`config.mk`:
```
export PLATFORM = sky130hd
export DESIGN_NAME = burst_addr_gen
export DESIGN_NICKNAME = d
export VERILOG_FILES = /design/src/rtl/burst_seq_pkg.sv /design/src/rtl/burst_step_counter.sv /design/src/rtl/burst_base_reg.sv /design/src/rtl/burst_order_map.sv /design/src/rtl/burst_addr_gen.sv
export SDC_FILE = /design/constraint.sdc
export NUM_CORES = 1
export LEC_CHECK = 0
export BUFFER_PORTS_ARGS = -buffer_cell sky130_fd_sc_hd__clkbuf_2
export CAP_MARGIN = 20
export CORE_ASPECT_RATIO = 1.2
export CORE_MARGIN = 2
export CORE_UTILIZATION = 48
export DETAILED_ROUTE_END_ITERATION = 7
export PLACE_DENSITY = 0.81
export SLEW_MARGIN = 20
export SYNTH_ARGS = -nofsm -noshare
export SYNTH_HDL_FRONTEND = slang
export SYNTH_SLANG_ARGS = --single-unit
export TNS_END_PERCENT = 10
```
`constraint.sdc`:
```
create_clock -name clk -period 2.5 [get_ports clk]
set_clock_uncertainty 0.05 [all_clocks]
set_input_delay 0.5 -clock clk [delete_from_list [all_inputs] [get_ports clk]]
set_output_delay 0.5 -clock clk [all_outputs]
set_load 0.005 [all_outputs]
```
`src/rtl/burst_seq_pkg.sv`:
```
package burst_seq_pkg;
  typedef enum logic {
    ORDER_LINEAR = 1'b0,
    ORDER_XOR    = 1'b1
  } order_e;
endpackage

```
`src/rtl/burst_step_counter.sv`:
```
module burst_step_counter #(
  parameter int BEAT_W = 2
) (
  input  logic              clk,
  input  logic              rst,
  input  logic              clear,
  input  logic              step,
  output logic [BEAT_W-1:0] beat
);
  always_ff @(posedge clk) begin
    if (rst || clear) beat <= '0;
    else if (step)    beat <= beat + 1'b1;
  end

  // the beat index advances by one and wraps naturally at the group size
  assert_beat_step_R6: assert property (@(posedge clk) disable iff (rst)
    (!clear && step) |=> beat == BEAT_W'($past(beat) + 1'b1));
  // a clear restarts the beat index at zero
  assert_beat_clear_R8: assert property (@(posedge clk) disable iff (rst)
    clear |=> beat == '0);
endmodule

```
`src/rtl/burst_base_reg.sv`:
```
module burst_base_reg
  import burst_seq_pkg::*;
#(
  parameter int ADDR_W = 18
) (
  input  logic              clk,
  input  logic              rst,
  input  logic              capture,
  input  logic [ADDR_W-1:0] addr_in,
  input  order_e            order_in,
  output logic [ADDR_W-1:0] base,
  output order_e            order_q
);
  always_ff @(posedge clk) begin
    if (rst) begin
      base    <= '0;
      order_q <= ORDER_XOR;
    end else if (capture) begin
      base    <= addr_in;
      order_q <= order_in;
    end
  end

  // a load captures the external address
  assert_capture_R2: assert property (@(posedge clk) disable iff (rst)
    capture |=> base == $past(addr_in));
  // the ordering select is retained between loads
  assert_order_held_R9: assert property (@(posedge clk) disable iff (rst)
    !capture |=> order_q == $past(order_q));
endmodule

```
`src/rtl/burst_order_map.sv`:
```
module burst_order_map
  import burst_seq_pkg::*;
#(
  parameter int BEAT_W = 2
) (
  input  order_e            order,
  input  logic [BEAT_W-1:0] start_lo,
  input  logic [BEAT_W-1:0] beat,
  output logic [BEAT_W-1:0] lo_out
);
  logic [BEAT_W-1:0] lin_lo;
  logic [BEAT_W-1:0] xor_lo;

  assign lin_lo = start_lo + beat;

  for (genvar i = 0; i < BEAT_W; i++) begin : g_xor_bit
    assign xor_lo[i] = start_lo[i] ^ beat[i];
  end

  always_comb begin
    lo_out = (order == ORDER_XOR) ? xor_lo : lin_lo;
  end
endmodule

```
`src/rtl/burst_addr_gen.sv`:
```
module burst_addr_gen
  import burst_seq_pkg::*;
#(
  parameter int ADDR_W = 18,
  parameter int BEAT_W = 2
) (
  input  logic              clk,
  input  logic              rst,
  input  logic              load,
  input  logic              advance,
  input  logic              order_sel,
  input  logic [ADDR_W-1:0] ext_addr,
  output logic [ADDR_W-1:0] cur_addr
);
  localparam int UPPER_W = ADDR_W - BEAT_W;

  logic [ADDR_W-1:0] base;
  order_e            order_q;
  logic [BEAT_W-1:0] beat;
  logic [BEAT_W-1:0] lo_bits;

  burst_base_reg #(.ADDR_W(ADDR_W)) u_base (
    .clk      (clk),
    .rst      (rst),
    .capture  (load),
    .addr_in  (ext_addr),
    .order_in (order_e'(order_sel)),
    .base     (base),
    .order_q  (order_q)
  );

  burst_step_counter #(.BEAT_W(BEAT_W)) u_beat (
    .clk   (clk),
    .rst   (rst),
    .clear (load),
    .step  (advance),
    .beat  (beat)
  );

  burst_order_map #(.BEAT_W(BEAT_W)) u_map (
    .order    (order_q),
    .start_lo (base[BEAT_W-1:0]),
    .beat     (beat),
    .lo_out   (lo_bits)
  );

  assign cur_addr = {base[ADDR_W-1:BEAT_W], lo_bits};

  // reset clears the address
  assert_reset_zero_R1: assert property (@(posedge clk)
    rst |=> cur_addr == '0);
  // the loaded address appears unchanged on the next cycle
  assert_load_addr_R2: assert property (@(posedge clk) disable iff (rst)
    load |=> cur_addr == $past(ext_addr));
  // suspend keeps the address
  assert_suspend_hold_R5: assert property (@(posedge clk) disable iff (rst)
    (!load && !advance) |=> $stable(cur_addr));
  // upper bits are frozen between loads
  assert_upper_frozen_R7: assert property (@(posedge clk) disable iff (rst)
    !load |=> cur_addr[ADDR_W-1:BEAT_W] == $past(cur_addr[ADDR_W-1:BEAT_W]));
  initial assert (UPPER_W > 0);
endmodule

```
==> metrics.md, run 1 <==
| Metric | Value |
|---|---|
| Status | `finished clean` |
| Die width | `44.01 µm` |
| CP cell instances | `ha_1 > nor2b_1 > xnor2_1 > clkbuf_2` |
| Tightest Pin Transition | `slightly above 0.6 ns` |
| CP Data Arrival Time | `~1.3 ns` |
| Largest net degree at the start of global routing | `22` |
| Worst min-delay path class | `in -> reg` |
| Multi-input gate area | `roughly 350 µm²` |
| Initial antenna violation count | `0` |
| CTS buffer count | `3` |
| CTS clk-pin slew, worst paths | `around 0.11 ns` |
| All-layer global routing usage | `between 10% and 20%` |
| Yosys cell types | `15` |
| GR peak layer | `met2` |
| Non-Filler Instances | `around 130` |
| Power, Total | `between 600 and 700 µW` |
| Cells after Synth | `between 80 and 90` |
| DR vias | `between 600 and 700` |
| Synthesized cell area | `922.1 µm²` |
| CTS tree | `done` |
| Routing usage on met1 | `between 10% and 20%` |
| Post_cts resized | `0` |
| P_leak | `between 0.0005 and 0.0006 µW` |
| H-Tree Depth | `1` |
| Post-Synth Simple-Gate Area | `between 10% and 20%` |
| Core box area | `about 1800 µm²` |
| Die H | `between 50 and 60 µm` |
| VDD IR max | `about 0.35 mV` |
| Nets | `138` |
| CP Class | `reg -> out` |
| P&R area growth vs syn | `10.72%` |
| Iteration-0 DRC Markers | `4` |
| Rel. slew slack | `between 50 and 60%` |
| Startpoint type of the worst setup path | `flop` |
| Avg Cell Area, Syn | `roughly 10 µm²` |
| Reg area | `between 400 and 500 µm²` |
| Postcts setup bufs | `0` |
| Rows | `17` |
| WP data required | `between 1.5 and 2 ns` |
| Setup TNS | `0 ns` |
| Drt via density | `4.636` |
| WL/cell | `between 10 and 15 µm` |
| Mux cell area share after synthesis | `about a fifth` |
| Count of state elements after synthesis | `21` |
| Syn_nets | `113` |
| DR DRC count | `0` |
| Cell family with most CP delay | `flip-flops` |
| Largest family of logic cells by synthesized area | `multiplexers` |
| I/O Pins | `a little over 40` |
| CTS root buf | `clkbuf_4` |
| # diodes | `0` |
| Largest stage delay, worst path | `0.40 ns` |
| CTS Sinks | `21` |
| RD Place Congestion | `roughly 0.67` |
| Fin. Hold Viols | `0` |
| Synth Area in Adders | `roughly 1.4%` |
| Period utilisation layout | `between 70% and 80%` |
| CTS Buffer Depth | `2` |
| Highest clock rate | `about 550 MHz` |
| Worst Setup End Kind | `output pin` |
| Antenna Nets Post-Route | `0` |
| First-pass GRT wire length | `2339 µm` |
| Final wirelength | `between 1000 and 1500 µm` |
| Critical path buffers and inverters | `1` |
| Unrepaired setup endpoints after global routing | `no` |
| Layout fillers | `around 190` |
| Hold Buf Count CTS | `0` |
| Max-Cap Viols | `0` |
| GR Overflow Total | `0` |
| Post-Synth XOR/XNOR Area | `about 2.8%` |
| Worst-Skew Late Latency | `~0.28 ns` |
| Number of port buffers | `40` |
| Router iterations before antenna repair | `2` |
| Vias in the first global route | `just under 600` |
| Initial Util | `around 50%` |
| Global Route met3 Usage | `approximately 2.1%` |
| Final Setup Violations | `0` |
| Pwr/cell area | `588.1 nW/µm²` |
| Synth Area in Compound Gates | `~3%` |
| Die area | `2289 µm²` |
| Slew Limit Fails | `0` |
| Register area share after synthesis | `a little under half` |
| Crit Path Max Fanout | `4` |
| Fraction of layout cells with a size suffix above 1 | `approximately 42%` |
| Post-layout min period | `1.806 ns` |
| Yosys Warn Count | `0` |
| Met2 Track Usage GR | `23.77%` |
| Placed instance count | `128` |
| Slowest cell on the critical path | `dfxtp_1` |
[Yosys cell counts]
cell type / n / share of area (%)
dfxtp_1: 21 / 46
mux2i_1: 18 / 20
nor2_1: 18 / 7.3
buf_4: 16 / 13
xnor2_1: 3 / 2.8
buf_2: 2 / 1.1
buf_6: 2 / 2.4
nor2b_1: 2 / 1.4
a211o_1: 1 / 0.95
a21bo_2: 1 / 1.1
a21oi_2: 1 / 0.95
ha_1: 1 / 1.4
nand3b_1: 1 / 0.81
nor2_2: 1 / 0.68
or2_4: 1 / 0.95
[routing by layer]
metal | share of wire [%] | wire [µm] | vias up
li1 | - | - | 320
met1 | 44 | 612 | 266
met2 | 50 | 699 | 26
met3 | 6.2 | 87 | 0
met4 | 0 | 0 | 0
met5 | 0 | 0 | -
[final timing paths]
| kind | startpoint | endpoint | slack [ns] | cells past startpoint |
|---|---|---|---|---|
| max reg2reg | u_base.order_q | u_base.order_q | 1.67 | 2 |
| min | order_sel | u_base.order_q | 0.37 | 2 |
| min reg2reg | u_base.base[17] | u_base.base[17] | 0.45 | 2 |
| max | u_beat.beat[0] | cur_addr[1] | 0.69 | 4 |
[report_power, final]
group	internal (µW)	switching (µW)	total, µW
clock	59.3	92.9	152
combinational	46.7	37.3	84.0
sequential	354	10.3	364
total	460	140	600
[flip-flops by register name, summed over array words and instances (netlist names)]
name	count
u_base.order_q	1
u_beat.beat	2
u_base.base	18
[placed cells by master, fill, tap and decap left out]
cell,n
a211o_1,1
a21bo_2,1
a21oi_2,1
clkbuf_2,40
clkbuf_4,3
clkinv_2,1
dfxtp_1,21
ha_1,1
mux2i_1,18
nand3b_1,1
nor2_1,18
nor2_2,1
nor2b_1,2
or2_4,1
xnor2_1,3
[worst register-to-register path, delay by kind of cell (launching register included)]
| kind | cells | cell delay [ns] |
|---|---|---|
| DFF | 1 | 0.33 |
| AOI/OAI and AO/OA | 1 | 0.23 |
| and+or+nand+nor | 1 | 0.12 |
[logic make-up after synthesis]
logic type               count (synthesis)
buffers and inverters                   20
flip-flops                              21
XOR/XNOR                                 3
multiplexers                            18
adder cells (fa/ha/maj)                  1
AO/OA/AOI/OAI                            3
AND/OR/NAND/NOR                         23
[layout make-up]
class                           instances  share of cell area (%)
Clock inverter                          1                  0.4902
Clock buffer                            3                   2.206
Tap cell                               19                   2.328
Timing Repair Buffer                   40                   19.61
Sequential cell                        21                   41.18
Multi-Input combinational cell         48                   34.19
[stage by stage]
step	utilization (%)	hold slack [ns]	area, µm²	worst slack [ns]
floorplan	-	0.4117	922.1	1.173
global placement	54.31	0.4235	993.5	1.019
detailed placement	54.31	0.4334	993.5	0.9845
CTS	55.81	0.3604	1021	0.6563
global route	55.81	0.3489	1021	0.5696
finish	55.81	0.3672	1021	0.6941
(Power assumes the default switching activity.)
==> run 2, diff against run 1 <==
--- a/config.mk
+++ b/config.mk
@@ -9,9 +9,9 @@
 export CAP_MARGIN = 20
 export CORE_ASPECT_RATIO = 1.2
 export CORE_MARGIN = 2
-export CORE_UTILIZATION = 48
+export CORE_UTILIZATION = 45
 export DETAILED_ROUTE_END_ITERATION = 7
-export PLACE_DENSITY = 0.81
+export PLACE_DENSITY = 0.77
 export SLEW_MARGIN = 20
 export SYNTH_ARGS = -nofsm -noshare
 export SYNTH_HDL_FRONTEND = slang
==> constraint.sdc (replaced) <==
create_clock -name clk -period 1.7 [get_ports clk]
set_clock_uncertainty 0.05 [all_clocks]
set_input_delay 0.34 -clock clk [delete_from_list [all_inputs] [get_ports clk]]
set_output_delay 0.34 -clock clk [all_outputs]
set_load 0.005 [all_outputs]
==> metrics.md, run 2 (same netlist as run 1, synthesis figures left out) <==
| Metric | Value |
|---|---|
| DR vias | `~620` |
| Worst min-delay path class | `in -> reg` |
| Number of port buffers | `40` |
| Critical R2R Launch | `u_base.order_q` |
| Status | `finished clean` |
| Non-Filler Instances | `132` |
| Commonest non-fill, non-tap cell in the layout | `clkbuf_2` |
| Layout fillers | `approximately 190` |
| WHS Path Cells | `2` |
| P&R area growth vs syn | `10.85%` |
| First-pass GRT wire length | `between 2000 and 2500 µm` |
| Die H | `about 54 µm` |
| Slew Limit Fails | `0` |
| Final wirelength | `about 1400 µm` |
| Power, Total | `between 800 and 900 µW` |
| Die width | `45.33 µm` |
| Placed instance count | `about 130` |
| Final worst-path setup slack | `around 0.11 ns` |
| Rows | `17` |
| Postcts setup bufs | `0` |
| H-Tree Depth | `1` |
| DR DRC count | `0` |
| Hold EP | `u_base.order_q` |
| RD Place Congestion | `0.6589` |
| Worst Setup End Kind | `output pin` |
| Dpl ws | `0.3370 ns` |
| Pwr/cell area | `~870 nW/µm²` |
| CTS tree | `done` |
| Drt via density | `4.689` |
| CTS Sinks | `21` |
| CTS root buf | `clkbuf_4` |
| Startpoint type of the worst setup path | `flop` |
| CP Class | `reg -> out` |
| Vias in the first global route | `~530` |
| Core box area | `1893 µm²` |
| Largest net degree at the start of global routing | `22` |
| Unrepaired setup endpoints after global routing | `no` |
| WL/cell | `between 10 and 15 µm` |
| Post_cts resized | `0` |
| Fin util | `54.00%` |
| Worst R2R Path Depth | `2` |
| Setup TNS | `0 ns` |
| Hold Buf Count CTS | `0` |
| DPL Wire Length | `roughly 1100 µm` |
| Router iterations before antenna repair | `4` |
| All-layer global routing usage | `about an eighth` |
| Hold path start | `order_sel` |
| WP data required | `around 1.3 ns` |
| Reg2Reg Setup Slack | `a little under 0.9 ns` |
| Iteration-0 DRC Markers | `8` |
| CTS Buffer Depth | `2` |
| CTS buffer count | `3` |
| Worst-Skew Late Latency | `around 0.29 ns` |
| Largest reg by FF count | `u_base.base` |
| Initial Util | `approximately half` |
| Post-layout min period | `1.593 ns` |
| Max-Cap Viols | `0` |
| Period utilisation layout | `93.69%` |
| Rel. slew slack | `between 50% and 60%` |
| Fin. Hold Viols | `0` |
| CP Data Arrival Time | `approximately 1.2 ns` |
| Crit Path Max Fanout | `4` |
| Initial antenna violation count | `0` |
| I/O Pins | `41` |
| Die area | `2429 µm²` |
| Nets | `138` |
| R2R Path End | `u_base.order_q` |
| Antenna Nets Post-Route | `0` |
| Most frequent cells in the layout | `clkbuf_2, dfxtp_1, mux2i_1, nor2_1` |
| Fraction of layout cells with a size suffix above 1 | `a little over two fifths` |
| GR Overflow Total | `0` |
| Highest clock rate | `between 600 and 700 MHz` |
| # diodes | `0` |
| Largest regs | `u_base.base (18), u_beat.beat (2), u_base.order_q (1)` |
| Max reg flops | `18` |
| Tightest Pin Transition | `0.6266 ns` |
| CTS clk-pin slew, worst paths | `~0.11 ns` |
| VDD IR max | `0.6490 mV` |
| P_leak | `about 0.00053 µW` |
| Final Setup Violations | `0` |
## run 2: power by group
group          leakage (µW)  total [µW]  switching (µW)  internal [µW]
Combinational      0.000343         123            54.5           68.6
Sequential         0.000174         536            15.4            521
Clock             0.0000177         228             141           87.5
Total              0.000535         888             211            677
## run 2: area by class of cell
cell class | instances | area (µm²) | area share [%]
timing repair buffer | 40 | 200.2 | 19.58
multi-input combinational | 48 | 349.1 | 34.15
clock inverter | 1 | 5.005 | 0.4896
clock buffer | 3 | 22.52 | 2.203
tap | 19 | 23.77 | 2.326
sequential | 21 | 421.7 | 41.25
## run 2: how the worst max path moves through the flow
stage	to	from	slack, ns	cells after the start
floorplan	cur_addr[1]	u_beat.beat[0]	0.53	3
global placement	u_base.order_q	load	0.38	3
detailed placement	u_base.base[0]	load	0.34	3
global route	cur_addr[1]	u_beat.beat[0]	0.02	4
finish	cur_addr[1]	u_beat.beat[0]	0.11	4
CTS	cur_addr[1]	u_beat.beat[0]	0.02	4
## run 2: layer usage
layer | GRT usage [%] | vias up | wire length [µm]
met5 | 0 | - | 0
li1 | - | 321 | -
met3 | 3.020 | 2 | 111
met2 | 19.29 | 26 | 650
met4 | 8.824 | 0 | 12
met1 | 14.64 | 270 | 629
## run 2: metrics by stage
step           hold WS (ns)  area (µm²)
5_1_grt              0.1783        1022
6_report             0.1952        1022
3_5_place_dp         0.4329       993.5
3_3_place_gp         0.4226       993.5
2_1_floorplan        0.4117       922.1
4_1_cts              0.1793        1021
## run 2: worst max-delay path, stage by stage, from the launching register on
cell      delay [ns]
dfxtp_2         0.37
ha_1            0.14
nor2b_1         0.15
xnor2_1         0.12
clkbuf_2        0.13
==> run 3, diff against run 2 <==
--- a/config.mk
+++ b/config.mk
@@ -9,9 +9,10 @@
 export CAP_MARGIN = 20
 export CORE_ASPECT_RATIO = 1.2
 export CORE_MARGIN = 2
-export CORE_UTILIZATION = 45
+export CORE_UTILIZATION = 48
+export CTS_BUF_LIST = sky130_fd_sc_hd__clkbuf_2
 export DETAILED_ROUTE_END_ITERATION = 7
-export PLACE_DENSITY = 0.77
+export PLACE_DENSITY = 0.81
 export SLEW_MARGIN = 20
 export SYNTH_ARGS = -nofsm -noshare
 export SYNTH_HDL_FRONTEND = slang
==> metrics.md, run 3 (same netlist as run 1, synthesis figures left out) <==
| Metric | Value |
|---|---|
| CP Class | `reg -> out` |
| Largest reg by FF count | `u_base.base` |
| Layout fillers | `roughly 190` |
| Fin util | `56.50%` |
| CTS buffer count | `3` |
| Iteration-0 DRC Markers | `4` |
| WHS Path Cells | `2` |
| Final Setup Violations | `0` |
| Worst R2R Path Depth | `2` |
| Hold Buf Count CTS | `0` |
| Post-layout min period | `between 1.5 and 2 ns` |
| Vias in the first global route | `slightly below 600` |
| VDD IR max | `roughly 0.45 mV` |
| Startpoint type of the worst setup path | `flop` |
| R2R Path End | `u_base.order_q` |
| Worst Hold Margin | `0.1926 ns` |
| Rows | `17` |
| I/O Pins | `just over 40` |
| Reg2Reg Setup Slack | `0.82 ns` |
| First-pass GRT wire length | `around 2300 µm` |
| Cell family with most CP delay | `flip-flops` |
| Initial antenna violation count | `0` |
| Placed instance count | `approximately 130` |
| Worst Setup End Kind | `output pin` |
| GR Overflow Total | `0` |
| Max reg flops | `18` |
| CTS Sinks | `21` |
| Max-Cap Viols | `0` |
| DR vias | `608` |
| CTS Buffer Depth | `2` |
| Non-Filler Instances | `between 100 and 150` |
| Critical path buffers and inverters | `1` |
| DPL Wire Length | `roughly 1100 µm` |
| CP Data Arrival Time | `approximately 1.2 ns` |
| Commonest non-fill, non-tap cell in the layout | `clkbuf_2` |
| Largest net degree at the start of global routing | `22` |
| Worst-Skew Late Latency | `0.29 ns` |
| Core box area | `about 1800 µm²` |
| Drt via density | `4.571` |
| Crit Path Max Fanout | `2` |
| Rel. slew slack | `59.29%` |
| P_leak | `approximately 0.00054 µW` |
| Nets | `between 100 and 150` |
| Fin. Hold Viols | `0` |
| Period utilisation layout | `a little over nine tenths` |
| Pwr/cell area | `around 830 nW/µm²` |
| Router iterations before antenna repair | `3` |
| All-layer global routing usage | `between 10% and 20%` |
| Antenna Nets Post-Route | `0` |
| P&R area growth vs syn | `12.08%` |
| Die H | `~52 µm` |
| Hold EP | `u_base.order_q` |
| Most frequent cells in the layout | `clkbuf_2, dfxtp_1, mux2i_1, nor2_1, xnor2_1` |
| Slew Limit Fails | `0` |
| WP data required | `around 1.3 ns` |
| Highest clock rate | `approximately 620 MHz` |
| Unrepaired setup endpoints after global routing | `yes` |
| Final wirelength | `~1500 µm` |
| Number of port buffers | `40` |
| DR DRC count | `0` |
| CTS tree | `done` |
| Die area | `~2300 µm²` |
| # diodes | `0` |
| Die width | `about 44 µm` |
| WL/cell | `around 11 µm` |
| Hold path start | `order_sel` |
| Slowest cell on the critical path | `dfxtp_2` |
| Worst min-delay path class | `in -> reg` |
| Status | `finished clean` |
| CTS root buf | `clkbuf_2` |
| H-Tree Depth | `1` |
| RD Place Congestion | `about 0.68` |
| Fraction of layout cells with a size suffix above 1 | `approximately 46%` |
| CTS clk-pin slew, worst paths | `0.17 ns` |
| Critical R2R Launch | `u_base.order_q` |
| CP cell instances | `ha_2 > nor2b_4 > xnor2_1 > buf_2` |
| Initial Util | `50.41%` |
| Largest stage delay, worst path | `around 0.36 ns` |
| Largest regs | `u_base.base (18), u_beat.beat (2), u_base.order_q (1)` |
| Tightest Pin Transition | `between 0.6 and 0.7 ns` |
run 3: cell types whose count changed in the layout (fill, tap and decap cells not counted), sizes merged:
cell / change
buf: +2
clkinv: -1
run 3: through the flow:
step | total power, µW | setup slack [ns] | TNS, ns | cell area, µm²
global placement | 668.2 | 0.3820 | 0 | 993.5
detailed placement | 673.4 | 0.2865 | 0 | 993.5
global route | 917.0 | -0.01140 | -0.01140 | 1033
finish | 858.6 | 0.08566 | 0 | 1033
CTS | 873.1 | 0.0001522 | 0 | 1026
floorplan | 645.9 | 0.5332 | 0 | 922.1
run 3: timing repair:
item                                    4_1_cts  5_1_grt
endpoints found under the hold margin         0        0
endpoints found under the setup margin        1        1
setup buffers                                 1        0
pin swaps                                     0        2
gates cloned                                  0        0
gates resized for setup                       3        3
run 3: power breakdown:
group          switching (µW)  leakage (µW)  internal (µW)
Combinational            56.1      0.000347           70.6
Sequential               15.9      0.000174            522
Clock                     132     0.0000166           62.4
run 3: final cells by class:
type | count | area, µm² | share of cell area, %
Multi-Input combinational cell | 48 | 359.1 | 34.75
Clock buffer | 4 | 20.02 | 1.937
Sequential cell | 21 | 422.9 | 40.92
Tap cell | 19 | 23.77 | 2.300
Timing Repair Buffer | 41 | 207.7 | 20.10
run 3: metal layers:
layer | global-route usage, % | up-vias | routed length [µm] | part of all wire, %
li1 | - | 322 | - | -
met1 | 16.81 | 260 | 631 | 43
met2 | 23.77 | 26 | 744 | 51
met3 | 2.083 | 0 | 97 | 6.6
met4 | 6.061 | 0 | 0 | 0
met5 | 0 | - | 0 | 0
run 3: how the worst max path moves through the flow:
stage / cells after the start / to / start / slack [ns]
2_1_floorplan: 3 / cur_addr[1] / u_beat.beat[0] / 0.53
3_3_place_gp: 3 / u_base.order_q / load / 0.38
3_5_place_dp: 4 / cur_addr[1] / u_beat.beat[0] / 0.29
4_1_cts: 4 / cur_addr[1] / u_base.base[0] / 0.0002
5_1_grt: 4 / cur_addr[1] / u_beat.beat[0] / -0.01
6_report: 4 / cur_addr[1] / u_beat.beat[0] / 0.09
